[src/rtl/boot_entry_guard.sv]
module boot_entry_guard #(
  parameter int ADDR_W      = 16,
  parameter int NUM_SECTORS = 8,
  parameter int SECTOR_W    = 10,
  parameter int LOADER_OFS  = 512
) (
  input  logic                    clk,
  input  logic                    rst_n,
  input  logic [7:0]              boot_status_i,
  input  logic [7:0]              boot_vector_i,
  input  logic                    force_isp_i,
  input  logic                    strict_i,
  input  logic [NUM_SECTORS*8-1:0] sec_lock_i,
  input  logic                    erase_req_i,
  input  logic                    erase_page_i,
  input  logic [ADDR_W-1:0]       erase_addr_i,
  output logic [ADDR_W-1:0]       start_addr_o,
  output logic                    start_valid_o,
  output logic                    erase_grant_o,
  output logic                    erase_err_o
);

  localparam int IDX_W   = $clog2(NUM_SECTORS);
  localparam int FLASH_W = SECTOR_W + IDX_W;

  typedef enum logic [1:0] {PH_CAPTURE, PH_RELEASE, PH_RUN} phase_t;

  phase_t     phase;
  logic [7:0] stat_q, vec_q;
  logic       force_q;

  wire take_vector = force_q || (stat_q != 8'h00);

  always_ff @(posedge clk or negedge rst_n) begin
    if (!rst_n) begin
      phase         <= PH_CAPTURE;
      stat_q        <= '0;
      vec_q         <= '0;
      force_q       <= 1'b0;
      start_addr_o  <= '0;
      start_valid_o <= 1'b0;
    end else begin
      start_valid_o <= 1'b0;
      case (phase)
        PH_CAPTURE: begin
          stat_q  <= boot_status_i;
          vec_q   <= boot_vector_i;
          force_q <= force_isp_i;
          phase   <= PH_RELEASE;
        end
        PH_RELEASE: begin
          start_addr_o  <= take_vector ? ADDR_W'({vec_q, 8'h00}) : '0;
          start_valid_o <= 1'b1;
          phase         <= PH_RUN;
        end
        default: phase <= PH_RUN;
      endcase
    end
  end

  logic [7:0] lock_b [NUM_SECTORS];
  for (genvar g = 0; g < NUM_SECTORS; g++) begin : g_lock
    assign lock_b[g] = sec_lock_i[g*8 +: 8];
  end

  wire [IDX_W-1:0]    sec_idx   = erase_addr_i[SECTOR_W +: IDX_W];
  wire                in_range  = (erase_addr_i[ADDR_W-1:FLASH_W] == '0);
  wire                locked    = (lock_b[sec_idx] != 8'h00);
  wire                top_sec   = (sec_idx == IDX_W'(NUM_SECTORS-1));
  wire                in_loader = (erase_addr_i[SECTOR_W-1:0] >= SECTOR_W'(LOADER_OFS));
  wire                strict_no = strict_i && top_sec && (!erase_page_i || in_loader);
  wire                deny      = !in_range || locked || strict_no;

  always_ff @(posedge clk or negedge rst_n) begin
    if (!rst_n) begin
      erase_grant_o <= 1'b0;
      erase_err_o   <= 1'b0;
    end else begin
      erase_grant_o <= erase_req_i && !deny;
      erase_err_o   <= erase_req_i && deny;
    end
  end


  start_once_chk: assert property (@(posedge clk) disable iff (!rst_n)
    start_valid_o |=> !start_valid_o);


  addr_low_chk: assert property (@(posedge clk) disable iff (!rst_n)
    start_valid_o |-> (start_addr_o[7:0] == 8'h00));


  addr_hold_chk: assert property (@(posedge clk) disable iff (!rst_n)
    (phase == PH_RUN && !start_valid_o) |-> $stable(start_addr_o));


  resp_cause_chk: assert property (@(posedge clk) disable iff (!rst_n)
    (erase_grant_o || erase_err_o) |-> $past(erase_req_i));


  resp_excl_chk: assert property (@(posedge clk) disable iff (!rst_n)
    !(erase_grant_o && erase_err_o));


  lock_reject_chk: assert property (@(posedge clk) disable iff (!rst_n)
    ($past(rst_n) && $past(erase_req_i && locked)) |-> (erase_err_o && !erase_grant_o));

endmodule

[config.mk]
export PLATFORM = sky130hd
export DESIGN_NAME = boot_entry_guard
export DESIGN_NICKNAME = d
export VERILOG_FILES = /design/src/rtl/boot_entry_guard.sv
export SDC_FILE = /design/constraint.sdc
export NUM_CORES = 1
export LEC_CHECK = 0
export BUFFER_PORTS_ARGS = -buffer_cell sky130_fd_sc_hd__buf_4
export CAP_MARGIN = 20
export CELL_PAD_IN_SITES_DETAIL_PLACEMENT = 1
export CELL_PAD_IN_SITES_GLOBAL_PLACEMENT = 1
export CORE_UTILIZATION = 26
export CTS_CLUSTER_DIAMETER = 60
export CTS_CLUSTER_SIZE = 30
export DETAILED_ROUTE_END_ITERATION = 10
export PLACE_DENSITY = 0.85
export SETUP_SLACK_MARGIN = 0.5
export SLEW_MARGIN = 20
export SYNTH_ARGS = -nofsm -noshare
export SYNTH_HDL_FRONTEND = slang
export SYNTH_SLANG_ARGS = --single-unit
[constraint.sdc]
create_clock -name clk -period 1.5 [get_ports clk]
set_input_delay 0.225 -clock clk [delete_from_list [all_inputs] [get_ports clk]]
set_output_delay 0.225 -clock clk [all_outputs]
set_load 0.05 [all_outputs]
==> results.json, run 1 <==
{
  "core_area_sq_um": 5107,
  "globalplace.congestion": 0.7443,
  "final_util": 0.5140,
  "dpl.cell_count": 288,
  "power_mw": 1.969,
  "port_buffers": 103,
  "wl_mm": 4.810,
  "cp-end-kind": "flop",
  "wirelength_met1_mm": 1.609,
  "cts_tree": "yes",
  "num-nets-final": 342,
  "cp.arrival_ps": 1410,
  "ir_drop_uv": 457.8,
  "cellLeakagePower_nw": 1.250,
  "drcViolationCount": 0,
  "critical_path_required_ps": 1670,
  "clk_latency_ps": 280,
  "io_pins": 121,
  "synth_area_per_cell_sq_um": 12.07,
  "startpoint_type": "flop",
  "skew_ps": 8.407,
  "hold_path_class": "in2reg",
  "clkPwrFrac": 0.337,
  "syn_area_sq_um": 1376,
  "grt_pass1_vias": 1598,
  "syn_inst": 114,
  "rows": 26,
  "synth-async-reset-ratio": 1.000,
  "cts_num_sinks": 30,
  "path_max_fanout": 8,
  "status": "finished, final reports clean",
  "synth_seq_area_share": 0.5455,
  "initial_core_util": 0.2695,
  "yosysMostFrequentCell": "dfrtp_1",
  "synth-edff-count": 0,
  "swShare": 0.2564,
  "grt_antenna_before_repair": 0,
  "dpl.hpwl_mm": 3.719,
  "r2r_slack_ps": 260,
  "finalMaxSlewViolations": 0,
  "viasPerCell": 4.569,
  "cp_slowest_cell": "dfrtp_1",
  "period_share": 0.8297,
  "area_delta_synth_final_pct": 90.73,
  "numCtsBuffers": 5,
  "routed.top_layer": "met4",
  "drive_gt1_frac": 0.6515,
  "grt_start_max_net_pins": 31,
  "p_int_mw": 1.464,
  "routedWlPerCell_um": 15.47,
  "grt_pass1_wl_mm": 7.079,
  "ys_seq_elements": 30,
  "dr_total_vias": 1421,
  "hold_viol_final": 0,
  "cp_cell_sequence": "nor4_4, a31oi_4, a22o_1",
  "rsz0062_at_grt": "yes",
  "setup_violations": 0,
  "final_cell_count_no_fill": 311,
  "drtIter0Drc": 32,
  "dr.pass1.iters": 3,
  "combPwrFrac": 0.219,
  "synth_area_leaders": "dfrtp_1, mux2_2, nor4_1",
  "powerDensity_nw_per_um2": 750.2,
  "pwr-share-seq": 0.444,
  "antennaDiodeCount": 0,
  "fmax_mhz": 803.6,
  "ant_nets": 0,
  "synth_top_area_frac": 0.5455,
  "gr-usage-all-layers": 0.1730,
  "cp_slowest_stage_delay_ps": 400,
  "post-route-min-period_ps": 1244,
  "cts_max_level": 2,
  "overflow": 0,
  "die_y_um": 74.76,
  "yosysTopAreaCell": "dfrtp_1",
  "ctsRootBufferMaster": "clkbuf_8",
  "clk_pin_slew_ps": 60,
  "yosysUniqueCellTypes": 28,
  "dieArea_sq_um": 5588,
  "yosysWarnings": 0,
  "fin_tns_setup_ps": 0,
  "p_switching_mw": 0.5048,
  "synthTopCellsByCount": "dfrtp_1, mux2_2, nor4_1, a22o_1, buf_4",
  "max_cap_viol_count": 0,
  "crit_type": "reg2reg",
  "dieWidth_um": 74.76,
  "cts_buffer_depth": 2,
  "wl_met2_mm": 2.777,
  "wl_met3_um": 377,
  "yosys_most_used_dff": "dfrtp_1"
}
## metrics by stage
step | worst slack [ps] | hold slack (ps) | instance area (sq um)
6_report | 255.5 | 168.3 | 2625
3_3_place_gp | -8.333 | 161.5 | 2315
4_1_cts | 253.0 | 158.2 | 2581
3_5_place_dp | -9.956 | 168.4 | 2315
2_1_floorplan | 167.1 | -70.59 | 1498
5_1_grt | 210.0 | 166.8 | 2625
## logic make-up (layout without fill, tap and decap cells)
family	count (synthesis)	in the layout	synth area share
AOI/OAI and AO/OA	15	15	0.08910
muxes	17	17	0.1391
DFF	30	30	0.5455
other	1	8	0.002725
and+or+nand+nor	38	38	0.1646
buffers and inverters	13	133	0.05909
## timing repair
| item | in CTS | in global routing |
|---|---|---|
| endpoints found under the setup margin | 39 | 39 |
| gates resized for setup | 23 | 4 |
| hold buffers | 1 | 0 |
| setup buffers | 10 | 4 |
| gates cloned | 0 | 0 |
| endpoints found under the hold margin | 30 | 0 |
| pin swaps | 8 | 4 |
## path summary, 6_finish.rpt
path / start / endpoint / depth (start not counted)
setup / recovery: stat_q[1] / start_addr_o[15] / 3
hold / removal: erase_req_i / erase_err_o / 2
hold reg to reg: vec_q[1] / start_addr_o[9] / 1
min in group asynchronous: rst_n / start_valid_o / 2
setup reg to reg: stat_q[1] / start_addr_o[15] / 3
max in group asynchronous: rst_n / stat_q[5] / 2
## final cells by class
| cell class | instances | area (sq um) |
|---|---|---|
| repair buffers | 123 | 1001 |
| clock inverters | 1 | 5.005 |
| well taps | 70 | 87.58 |
| fillers | 568 | 2482 |
| flip-flops and latches | 30 | 750.7 |
| multi-input cells | 78 | 686.9 |
| clock buffers | 7 | 86.33 |
| inverters | 2 | 7.507 |
## cells in the final DEF (no fill, tap or decap)
master           n
clkbuf_1         1
or4_4            2
conb_1           8
mux2_4          17
a311oi_2         1
nor3_2           2
inv_1            1
nand3_1          4
nand3b_1         1
nor3b_1          1
nand2_1          3
dlygate4sd3_1    1
o211ai_1         1
clkinv_2         1
nor4_4           1
nand2b_2         1
and2_1           1
nor2_4           1
nand2b_1         2
buf_4          102
nor4_1          13
inv_2            1
a41oi_1          1
nor3_1           2
a22o_1           8
a311o_2          1
a21oi_1          2
buf_6           20
a31oi_4          1
nor2b_1          1
dfrtp_1         30
nor2_1           3
clkbuf_8         6
## metal layers
| metal | GRT usage | vias up |
|---|---|---|
| met1 | 0.1692 | 673 |
| li1 | - | 663 |
| met4 | 0.05660 | 0 |
| met3 | 0.04150 | 5 |
| met2 | 0.3504 | 80 |
| met5 | 0 | - |
## state kept, by name, summed over array words and instances, names as in the netlist
signal / count
force_q: 1
phase: 2
start_addr_o: 8
vec_q: 8
start_valid_o: 1
erase_err_o: 1
erase_grant_o: 1
stat_q: 8
## power by group through the flow
| stage | Combinational (mW) | Clock, mW | Sequential, mW |
|---|---|---|---|
| floorplan | 0.127 | 0 | 0.924 |
| global placement | 0.387 | 0 | 0.881 |
| detailed placement | 0.396 | 0 | 0.885 |
| CTS | 0.427 | 0.686 | 0.872 |
| global route | 0.462 | 0.712 | 0.877 |
| finish | 0.431 | 0.664 | 0.874 |
## critical path, delay by kind of cell (launching register included)
| kind | cells | cell delay, ps |
|---|---|---|
| AND/OR/NAND/NOR | 1 | 320 |
| flip-flops | 1 | 400 |
| AO/OA/AOI/OAI | 2 | 410 |
(Power assumes the default switching activity.)
==> inputs of run 2 (changes only) <==
==> constraint.sdc (replaced) <==
create_clock -name clk -period 1.24 [get_ports clk]
set_input_delay 0.186 -clock clk [delete_from_list [all_inputs] [get_ports clk]]
set_output_delay 0.186 -clock clk [all_outputs]
set_load 0.05 [all_outputs]
==> results.json, run 2 (synthesized netlist as in run 1, its figures left out) <==
{
  "viasPerCell": 4.724,
  "status": "finished with violations",
  "initial_core_util": 0.2695,
  "met3_usage": 0.03614,
  "grt_start_max_net_pins": 31,
  "clk_pin_slew_ps": 70,
  "r2r-end": "start_addr_o[8]",
  "drcViolationCount": 0,
  "combPwrFrac": 0.222,
  "dr_total_vias": 1474,
  "p_switching_mw": 0.6415,
  "dieWidth_um": 74.76,
  "power_mw": 2.424,
  "core_area_sq_um": 5107,
  "layout_setup_ws_ps": -42.85,
  "min_path_cells": 2,
  "reg.largest.list": "start_addr_o (8), stat_q (8), vec_q (8)",
  "rows": 26,
  "cp_slowest_stage_delay_ps": 400,
  "ant_nets": 0,
  "r2r_slack_ps": -40,
  "use_met1": 0.1681,
  "area_delta_synth_final_pct": 98.45,
  "grt.met2_usage": 0.4084,
  "fmax_mhz": 779.5,
  "antennaDiodeCount": 0,
  "dr.pass1.iters": 4,
  "gr-usage-all-layers": 0.1899,
  "cp_cell_sequence": "nor4_4, a31oi_4, a22o_1",
  "place_area_sq_um": 2333,
  "hold_viol_final": 0,
  "overflow": 0,
  "cts_tree": "yes",
  "globalplace.congestion": 0.7200,
  "rsz0062_at_grt": "yes",
  "skew_ps": 11.17,
  "port_buffers": 103,
  "die_y_um": 74.76,
  "dieArea_sq_um": 5588,
  "numCtsBuffers": 5,
  "dpl.hpwl_mm": 3.685,
  "post-route-min-period_ps": 1283,
  "cts_num_sinks": 30,
  "top_usage_layer": "met2",
  "cp_slowest_cell": "dfrtp_1",
  "dp_slack_ps": -244.3,
  "drtIter0Drc": 44,
  "path_max_fanout": 8,
  "grt_pass1_vias": 1607,
  "path_buf_inv": 0,
  "max_cap_viol_count": 0,
  "grt_pass1_wl_mm": 7.527,
  "final_cell_area_sq_um": 2731,
  "violations": "setup timing",
  "min-delay-start": "erase_req_i",
  "cts_max_level": 2,
  "ir_drop_uv": 403.5,
  "pwr-share-seq": 0.440,
  "r2r_cells": 3,
  "num-nets-final": 343,
  "setup_violations": 12,
  "crit_type": "reg2reg",
  "routedWlPerCell_um": 17.00,
  "final_common_cell": "buf_4",
  "swShare": 0.2647,
  "ctsRootBufferMaster": "clkbuf_8",
  "grt_antenna_before_repair": 0,
  "layout_common_cells": "buf_4, dfrtp_1, mux2_4",
  "hold_path_class": "in2reg",
  "r2r-start": "stat_q[1]",
  "io_pins": 121,
  "cellLeakagePower_nw": 1.278,
  "cts_buffer_depth": 2,
  "cp-end-kind": "flop",
  "crit_family": "compound AO/OA/AOI/OAI gates",
  "period_share": 1.035,
  "clkPwrFrac": 0.338,
  "p_int_mw": 1.782,
  "wl_mm": 5.303,
  "finalMaxSlewViolations": 0,
  "clk_latency_ps": 290,
  "drive_gt1_frac": 0.6983,
  "critical_path_required_ps": 1410,
  "powerDensity_nw_per_um2": 887.4,
  "startpoint_type": "flop",
  "hold_path_end": "erase_err_o",
  "cp.arrival_ps": 1450
}
==> run 2: worst register-to-register path: stages, from the launching register on <==
cell and delay (ps):
dfrtp_1 400, nor4_4 340, a31oi_4 190, a22o_1 250
==> run 2: power groups by stage <==
stage	Combinational, mW	Sequential [mW]	Clock [mW]
floorplan	0.151	1.12	0
global placement	0.462	1.07	0
detailed placement	0.476	1.07	0
CTS	0.528	1.06	0.810
global route	0.572	1.07	0.873
finish	0.537	1.07	0.820
==> run 2: cell type report <==
class	count	area (sq um)
fill	569	2376
timing repair buffer	124	1084
sequential	30	763.2
multi-input combinational	78	698.2
tap	70	87.58
clock buffer	7	86.33
inverter	2	7.507
clock inverter	1	5.005
==> run 2: worst max path at each step <==
stage,from,endpoint,slack [ps],depth (start not counted)
floorplan,sec_lock_i[32],erase_err_o,-50,5
global placement,sec_lock_i[32],erase_err_o,-210,6
detailed placement,sec_lock_i[32],erase_err_o,-240,6
CTS,stat_q[1],start_addr_o[14],-4,3
global route,stat_q[1],start_addr_o[11],-70,3
finish,stat_q[1],start_addr_o[8],-40,3
==> run 2: per-stage QoR <==
stage | cells | hold WS, ps | setup TNS [ps] | utilization
detailed placement | 287 | 130.2 | -416.1 | 0.4569
CTS | 308 | 129.8 | -5.790 | 0.5252
floorplan | 121 | -109.6 | -249.0 | -
finish | 312 | 131.4 | -231.1 | 0.5348
global placement | 287 | 124.6 | -354.8 | 0.4569
global route | 312 | 133.8 | -1070 | 0.5348
==> run 2: what timing repair did <==
action	4_1_cts	5_1_grt
gates cloned	1	0
buffers inserted	11	4
setup endpoints to repair	41	51
hold buffers	1	0
hold endpoints to repair	30	0
gates resized for setup	38	5
pin swaps	3	6
==> run 2: layer usage <==
| metal | vias to the layer above | part of all wire |
|---|---|---|
| met5 | - | 0 |
| met4 | 0 | 0.017 |
| met1 | 722 | 0.32 |
| met3 | 7 | 0.062 |
| li1 | 667 | - |
| met2 | 78 | 0.60 |
==> inputs of run 3 (changes only) <==
--- a/config.mk
+++ b/config.mk
@@ -13,9 +13,10 @@
 export CTS_CLUSTER_DIAMETER = 60
 export CTS_CLUSTER_SIZE = 30
 export DETAILED_ROUTE_END_ITERATION = 10
+export MAX_ROUTING_LAYER = met4
 export PLACE_DENSITY = 0.85
 export SETUP_SLACK_MARGIN = 0.5
-export SLEW_MARGIN = 20
+export SLEW_MARGIN = 10
 export SYNTH_ARGS = -nofsm -noshare
 export SYNTH_HDL_FRONTEND = slang
 export SYNTH_SLANG_ARGS = --single-unit
==> results.json, run 3 (synthesized netlist as in run 1, its figures left out) <==
{
  "status": "finished with violations",
  "violations": "setup timing",
  "r2r_cells": 3,
  "cellLeakagePower_nw": 1.278,
  "rsz0062_at_grt": "yes",
  "finalMaxSlewViolations": 0,
  "startpoint": "stat_q[1]",
  "grt_pass1_vias": 1604,
  "die_y_um": 74.76,
  "drtIter0Drc": 26,
  "dieArea_sq_um": 5588,
  "r2r-end": "start_addr_o[8]",
  "endpoint": "start_addr_o[8]",
  "final_common_cell": "buf_4",
  "io_pins": 121,
  "routedWlPerCell_um": 16.92,
  "core_area_sq_um": 5107,
  "dr.pass1.iters": 4,
  "r2r-start": "stat_q[1]",
  "powerDensity_nw_per_um2": 887.1,
  "startpoint_type": "flop",
  "cts_buffer_depth": 2,
  "final_cell_count_no_fill": 312,
  "cts_max_level": 2,
  "rows": 26,
  "final_util": 0.5348,
  "grt_start_max_net_pins": 31,
  "place_area_sq_um": 2333,
  "wl_mm": 5.278,
  "dp_slack_ps": -244.3,
  "fillCellCount": 569,
  "layout_setup_ws_ps": -41.93,
  "globalplace.congestion": 0.7284,
  "setup_violations": 12,
  "skew_ps": 10.70,
  "max_cap_viol_count": 0,
  "power_mw": 2.423,
  "hold_path_class": "in2reg",
  "area_delta_synth_final_pct": 98.45,
  "reg.largest.list": "start_addr_o (8), stat_q (8), vec_q (8)",
  "ant_nets": 0,
  "drcViolationCount": 0,
  "r2r_slack_ps": -40,
  "period_share": 1.034,
  "fmax_mhz": 780.1,
  "layout_common_cells": "buf_4, dfrtp_1, mux2_4",
  "dr_total_vias": 1458,
  "ir_drop_uv": 405.8,
  "critical_path_required_ps": 1410,
  "post-route-min-period_ps": 1282,
  "cp-end-kind": "flop",
  "crit_type": "reg2reg",
  "num-nets-final": 343,
  "dieWidth_um": 74.76,
  "grt_antenna_before_repair": 0,
  "fin_tns_setup_ps": -226.9,
  "port_buffers": 103,
  "initial_core_util": 0.2695,
  "dpl.cell_count": 287,
  "hold_viol_final": 0,
  "fin_hold_ws_ps": 130.7,
  "path_max_fanout": 8,
  "numCtsBuffers": 5,
  "cp.arrival_ps": 1450,
  "clk_pin_slew_ps": 70,
  "cts_tree": "yes",
  "drive_gt1_frac": 0.6983,
  "grt_pass1_wl_mm": 7.534,
  "dpl.hpwl_mm": 3.685,
  "cts_num_sinks": 30,
  "gr-usage-all-layers": 0.1959,
  "viasPerCell": 4.673,
  "clk_latency_ps": 290,
  "overflow": 0,
  "antennaDiodeCount": 0,
  "ctsRootBufferMaster": "clkbuf_8",
  "final_cell_area_sq_um": 2731
}
-- run 3: routing by layer --
layer / vias to the layer above / routed length (um) / GRT usage
li1: 667 / - / -
met1: 698 / 1671 / 0.1714
met2: 85 / 3187 / 0.4084
met3: 8 / 329 / 0.03079
met4: 0 / 90 / 0.07128
met5: - / 0 / -
-- run 3: what timing repair did --
action / in CTS / in global routing
hold buffers: 1 / 0
buffers inserted: 11 / 4
endpoints found under the hold margin: 30 / 0
gates cloned: 1 / 0
pin swaps: 3 / 6
setup endpoints to repair: 41 / 51
gates resized for setup: 38 / 5
-- run 3: worst min path at each step --
| stage | start | to | depth (start not counted) | slack [ps] |
|---|---|---|---|---|
| 6_report | erase_req_i | erase_err_o | 2 | 130 |
| 2_1_floorplan | rst_n | erase_err_o | 0 | -110 |
| 3_3_place_gp | rst_n | stat_q[2] | 1 | 120 |
| 3_5_place_dp | rst_n | vec_q[6] | 1 | 130 |
| 4_1_cts | erase_req_i | erase_err_o | 2 | 130 |
| 5_1_grt | boot_status_i[4] | stat_q[4] | 2 | 130 |
-- run 3: critical path: stages (launching register included) --
cell,delay [ps]
dfrtp_1,400
nor4_4,340
a31oi_4,180
a22o_1,240
-- run 3: power breakdown --
| group | leakage, nW | total, mW | internal [mW] | switching, mW |
|---|---|---|---|---|
| sequential | 0.342 | 1.07 | 1.03 | 0.0405 |
| clock | 0.0482 | 0.820 | 0.447 | 0.373 |
| combinational | 0.887 | 0.537 | 0.310 | 0.227 |
-- run 3: cell type report --
| cell class | count | area [sq um] | share of cell area |
|---|---|---|---|
| repair buffers | 124 | 1084 | 0.3967 |
| flip-flops and latches | 30 | 763.2 | 0.2794 |
| multi-input cells | 78 | 698.2 | 0.2556 |
| well taps | 70 | 87.58 | 0.03207 |
| clock buffers | 7 | 86.33 | 0.03161 |
| inverters | 2 | 7.507 | 0.002749 |
| clock inverters | 1 | 5.005 | 0.001832 |
